### config.mk
export PLATFORM = sky130hd
export DESIGN_NAME = lpw_wake_ctrl
export DESIGN_NICKNAME = d
export VERILOG_FILES = /design/src/rtl/lpw_pkg.sv /design/src/rtl/lpw_wake_qual.sv /design/src/rtl/lpw_settle_timer.sv /design/src/rtl/lpw_out_dec.sv /design/src/rtl/lpw_wake_ctrl.sv
export SDC_FILE = /design/constraint.sdc
export NUM_CORES = 1
export LEC_CHECK = 0
export BUFFER_PORTS_ARGS = -buffer_cell sky130_fd_sc_hd__buf_4
export CAP_MARGIN = 20
export CORE_UTILIZATION = 54
export DETAILED_ROUTE_END_ITERATION = 10
export PLACE_DENSITY = 0.79
export SYNTH_ARGS = -nofsm -noshare
export SYNTH_HDL_FRONTEND = slang
export SYNTH_HIERARCHICAL = 1
export SYNTH_SLANG_ARGS = --single-unit
export TNS_END_PERCENT = 20
### constraint.sdc
create_clock -name clk_lo -period 3.8 [get_ports clk_lo]
set_input_delay 0.76 -clock clk_lo [delete_from_list [all_inputs] [get_ports clk_lo]]
set_output_delay 0.76 -clock clk_lo [all_outputs]
set_load 0.03 [all_outputs]
### src/rtl/lpw_pkg.sv
package lpw_pkg;

   typedef enum logic [2:0] {
      M_ACT_FULL = 3'd0,
      M_ACT_RED  = 3'd1,
      M_SUBACT   = 3'd2,
      M_STANDBY  = 3'd3,
      M_WATCH    = 3'd4
   } lpw_mode_e;

   function automatic logic lpw_is_sleep(input lpw_mode_e m);
      return (m == M_STANDBY) || (m == M_WATCH);
   endfunction

   function automatic logic lpw_needs_osc(input lpw_mode_e m);
      return (m == M_ACT_FULL) || (m == M_ACT_RED);
   endfunction

endpackage

### src/rtl/lpw_wake_qual.sv
module lpw_wake_qual #(
   parameter int NIRQ = 4
) (
   input  logic [NIRQ-1:0] irq_req,
   input  logic [NIRQ-1:0] irq_en,
   input  logic            irq_mask,
   output logic            wake
);

   if (NIRQ < 1) begin : g_bad_nirq
      $error("lpw_wake_qual: NIRQ must be at least 1");
   end

   logic [NIRQ-1:0] live;

   for (genvar i = 0; i < NIRQ; i++) begin : g_src
      assign live[i] = irq_req[i] & irq_en[i];
   end

   assign wake = ~irq_mask & (|live);

endmodule

### src/rtl/lpw_settle_timer.sv
module lpw_settle_timer #(
   parameter int SEL_W     = 3,
   parameter int BASE_LOG2 = 3
) (
   input  logic             clk,
   input  logic             rst_n,
   input  logic             start,
   input  logic [SEL_W-1:0] sel,
   output logic             busy,
   output logic             expire
);

   localparam int MAX_LOG2 = BASE_LOG2 + (1 << SEL_W) - 1;
   localparam int CNT_W    = (MAX_LOG2 < 1) ? 1 : MAX_LOG2;
   localparam int SH_W     = $clog2(MAX_LOG2 + 2);

   if (SEL_W < 1 || SEL_W > 4) begin : g_bad_sel
      $error("lpw_settle_timer: SEL_W out of range 1..4");
   end
   if (BASE_LOG2 < 0 || MAX_LOG2 > 24) begin : g_bad_base
      $error("lpw_settle_timer: window exceeds 2**24 cycles");
   end

   logic [CNT_W-1:0] cnt_q;
   logic [SH_W-1:0]  shamt;
   logic [CNT_W:0]   full_len;
   logic [CNT_W:0]   load_val;

   assign shamt    = SH_W'(BASE_LOG2) + SH_W'(sel);
   assign full_len = (CNT_W+1)'(1) << shamt;
   assign load_val = full_len - (CNT_W+1)'(1);
   assign expire   = busy && (cnt_q == '0);

   always_ff @(posedge clk or negedge rst_n) begin
      if (!rst_n) begin
         busy  <= 1'b0;
         cnt_q <= '0;
      end else if (start) begin
         busy  <= 1'b1;
         cnt_q <= load_val[CNT_W-1:0];
      end else if (busy) begin
         if (cnt_q == '0) begin
            busy <= 1'b0;
         end else begin
            cnt_q <= cnt_q - 1'b1;
         end
      end
   end

endmodule

### src/rtl/lpw_out_dec.sv
module lpw_out_dec
   import lpw_pkg::*;
(
   input  lpw_mode_e mode,
   input  logic      settling,
   output logic      osc_en,
   output logic      cpu_clk_en,
   output logic      port_hiz
);

   always_comb begin
      osc_en     = lpw_needs_osc(mode) | settling;
      cpu_clk_en = ~lpw_is_sleep(mode);
      port_hiz   = (mode == M_STANDBY);
   end

endmodule

### src/rtl/lpw_wake_ctrl.sv
module lpw_wake_ctrl
   import lpw_pkg::*;
#(
   parameter int NIRQ      = 4,
   parameter int SEL_W     = 3,
   parameter int BASE_LOG2 = 3
) (
   input  logic             clk_lo,
   input  logic             rst_n,
   input  logic             sleep_req,
   input  logic             sleep_tgt,
   input  logic [NIRQ-1:0]  irq_req,
   input  logic [NIRQ-1:0]  irq_en,
   input  logic             irq_mask,
   input  logic [SEL_W-1:0] settle_sel,
   input  logic             lowspd_sel,
   input  logic             medspd_sel,
   output logic [2:0]       mode,
   output logic             osc_en,
   output logic             cpu_clk_en,
   output logic             port_hiz,
   output logic             exc_start,
   output logic             exc_reset
);

   lpw_mode_e mode_q;
   lpw_mode_e tgt_q;
   lpw_mode_e exit_tgt;
   logic      wake;
   logic      asleep;
   logic      settling;
   logic      expire;
   logic      start_settle;
   logic      exc_q;
   logic      rst_pend_q;
   logic      exc_rst_q;

   lpw_wake_qual #(.NIRQ(NIRQ)) u_qual (
      .irq_req  (irq_req),
      .irq_en   (irq_en),
      .irq_mask (irq_mask),
      .wake     (wake)
   );

   lpw_settle_timer #(.SEL_W(SEL_W), .BASE_LOG2(BASE_LOG2)) u_timer (
      .clk    (clk_lo),
      .rst_n  (rst_n),
      .start  (start_settle),
      .sel    (settle_sel),
      .busy   (settling),
      .expire (expire)
   );

   lpw_out_dec u_dec (
      .mode       (mode_q),
      .settling   (settling),
      .osc_en     (osc_en),
      .cpu_clk_en (cpu_clk_en),
      .port_hiz   (port_hiz)
   );

   assign asleep = lpw_is_sleep(mode_q);

   always_comb begin
      if (mode_q == M_WATCH && lowspd_sel) begin
         exit_tgt = M_SUBACT;
      end else if (medspd_sel) begin
         exit_tgt = M_ACT_RED;
      end else begin
         exit_tgt = M_ACT_FULL;
      end
   end

   assign start_settle = asleep && !settling && wake && (exit_tgt != M_SUBACT);

   always_ff @(posedge clk_lo or negedge rst_n) begin
      if (!rst_n) begin
         mode_q     <= M_ACT_FULL;
         tgt_q      <= M_ACT_FULL;
         exc_q      <= 1'b0;
         rst_pend_q <= 1'b1;
         exc_rst_q  <= 1'b0;
      end else begin
         exc_q      <= 1'b0;
         exc_rst_q  <= rst_pend_q;
         rst_pend_q <= 1'b0;
         if (!asleep) begin
            if (sleep_req) begin
               mode_q <= sleep_tgt ? M_WATCH : M_STANDBY;
            end
         end else if (settling) begin
            if (expire) begin
               mode_q <= tgt_q;
               exc_q  <= 1'b1;
            end
         end else if (wake) begin
            if (exit_tgt == M_SUBACT) begin
               mode_q <= M_SUBACT;
               exc_q  <= 1'b1;
            end else begin
               tgt_q <= exit_tgt;
            end
         end
      end
   end

   assign mode      = mode_q;
   assign exc_start = exc_q;
   assign exc_reset = exc_rst_q;

endmodule

==> results.yml <==
synth:
  netlist.top_cell.by_area: "dfrtp_1"
  synth-async-reset-ratio_pct: 100.0
  yosysWarnings: 6
  yosys_most_used_dff: "dfrtp_1"
  synthesis.area_sq_um: 1309
  syn_inst: 142
  synth_edf_count: 0
  syn_avg_cell_area_sq_um: 9.217
  synth_seq_area_share_pct: 36.42
  yosys_register_bits: 19
  synth_top_area_share_pct: 34.42
  synth_top_cells_by_area: "dfrtp_1 (34%), a21oi_1 (4.2%), nor2_1 (4.0%), mux2_4 (3.4%), nor3_1 (2.7%)"
  synth.distinct_cells: 52
  synth_nets: 161
timing:
  setup_tns_ns: 0
  slew_violations: 0
  fmax_mhz: 331.0
  finClkSkew_ns: 0.006527
  fin_crit_ns: 3.021
  setup_viol_count_final: 0
  holdWs_ns: 0.3069
  rsz0062_at_grt: "false"
  worstMarginPinSlew_ns: 0.7459
  min_period_over_period_pct: 79.50
  slew_headroom_pct: 49.82
  hold_viol: 0
flow_run:
  max-cap-violations: 0
die:
  dieArea_sq_um: 2625
  initial_utilization_pct: 58.05
  fp-row-count: 17
  pin_count: 26
  fp.dieH_um: 51.23
  die_w_um: 51.23
  core_sq_um: 2255
global_routing:
  grt_pass1_wl_um: 4554
  grt-ovfl-total: 0
  grt_use_total_pct: 23.69
  grt_pass1_vias: 1014
  grt_max_degree: 20
  antenna_found_initial: 0
clocking:
  clk_pin_slew_ns: 0.11
  postCtsSetupBuffers: 0
  clkLatencyLatePin_ns: 0.30
  cts_hold_buffers: 0
  numCtsBuffers: 3
  h-tree-depth: 1
  cts-root-buf: "clkbuf_4"
  cts_tree: "built"
  cts-resized-gates: 0
  cts_sinks: 19
  clockBufferDepth: 2
finish:
  mostFrequentLayoutCells: "buf_4 (26), dfrtp_1 (18), nor2_1 (14)"
  antenna_cells: 0
  drive_gt1_share_pct: 26.79
  fillCellCount: 190
  nets: 188
  syn_to_final_growth_pct: 17.88
  final_util_pct: 68.42
  final_common_cell: "buf_4"
drt:
  wire_per_inst_um: 14.30
  drt-vias-per-instance: 5.980
  drt_wl_total_um: 2803
  drtIter0Drc: 43
  ant_nets: 0
  drt_first_pass_iters: 4
  drc: 0
  num_vias: 1172
placed_design:
  gp_congestion: 0.8446
  port-buffer-count: 25
  hpwlAfterDp_um: 2083
power:
  design_power_total_mw: 1.123
  power_density_nw_per_um2: 727.8
  p_leak_nw: 0.6906
  ir_drop_v: 0.0005005
worst_hold_path:
  hp-class: "in2async"
setup_path:
  worst-setup-path-type: "reg2reg"
  setup.worst_path.start_class: "register"
  crit_fanout: 13
  critical_path_required_ns: 3.99
  crit_arrival_ns: 3.21
  crit_path_end_kind: "register"
outcome:
  status: "complete, no violations"
[cell type report]
class	count	area, sq um	share of cell area (%)
Clock buffer	4	26.28	1.703
Inverter	4	15.01	0.9732
Multi-Input combinational cell	115	794.5	51.50
Sequential cell	19	476.7	30.90
Tap cell	28	35.03	2.271
Timing Repair Buffer	26	195.2	12.65
[metrics by stage]
step / setup WS (ns) / cell area, sq um / cells
4_1_cts: 0.8025 / 1543 / 196
3_5_place_dp: 0.8123 / 1516 / 192
2_1_floorplan: 0.8163 / 1309 / 142
3_3_place_gp: 0.8661 / 1516 / 192
6_report: 0.7791 / 1543 / 196
5_1_grt: 0.6444 / 1543 / 196
[registers in the layout (all words and copies together), names as in the netlist]
register,count
u_timer/cnt_q,10
exc_reset,1
mode,3
u_timer/busy,1
tgt_q,2
exc_start,1
rst_pend_q,1
[cells by family after synthesis]
group                      share of synthesized area, %
and+or+nand+nor                                   29.16
AOI/OAI and AO/OA                                 21.03
DFF                                               36.42
buffers and inverters                             2.868
muxes                                             5.927
xor gates and xnor gates                          3.347
adders and majority gates                        0.9559
other                                            0.2865
[path summary, 6_finish.rpt]
check	startpoint	to	slack [ns]	cells past startpoint
setup reg to reg	u_timer/busy	mode[1]	0.78	6
max in group asynchronous	rst_n	rst_pend_q	3.21	1
hold reg to reg	rst_pend_q	exc_reset	0.40	0
setup / recovery	u_timer/busy	mode[1]	0.78	6
hold / removal	rst_n	u_timer/cnt_q[7]	0.31	1
min in group clk_lo	rst_pend_q	exc_reset	0.40	0
[per-layer routing]
metal  track usage, %  routed length, um
met1            32.58               1382
met2            37.28               1304
met3            5.060                 92
met4            7.207                 23
met5                0                  0
[cells in the mapped netlist, types with 2 or more instances]
master	instances
a211oi_1	2
a21oi_1	11
a22o_1	2
a22oi_1	3
a31oi_1	3
and2_1	2
clkbuf_1	3
dfrtp_1	18
inv_1	4
mux2_2	2
mux2_4	3
nand2_1	6
nand2b_1	5
nor2_1	14
nor2b_1	5
nor3_1	7
nor3b_1	3
nor4_1	3
o21ai_0	6
o21ai_1	2
or2_2	3
or3_1	2
xnor2_1	3
xor2_1	2
[where the power goes]
group / leakage [nW] / internal [mW] / switching, mW
registers: 0.225 / 0.280 / 0.136
clock network: 0.0150 / 0.0409 / 0.0635
logic: 0.451 / 0.299 / 0.303
total: 0.691 / 0.620 / 0.502
[critical path: stages (launching register included)]
cell and delay (ns):
dfrtp_1 0.64, or4b_2 0.69, nor4_1 0.60, and4bb_1 0.29, o21ai_1 0.18, o211ai_2 0.17
mux2_4 0.33
(Power assumes the default switching activity.)
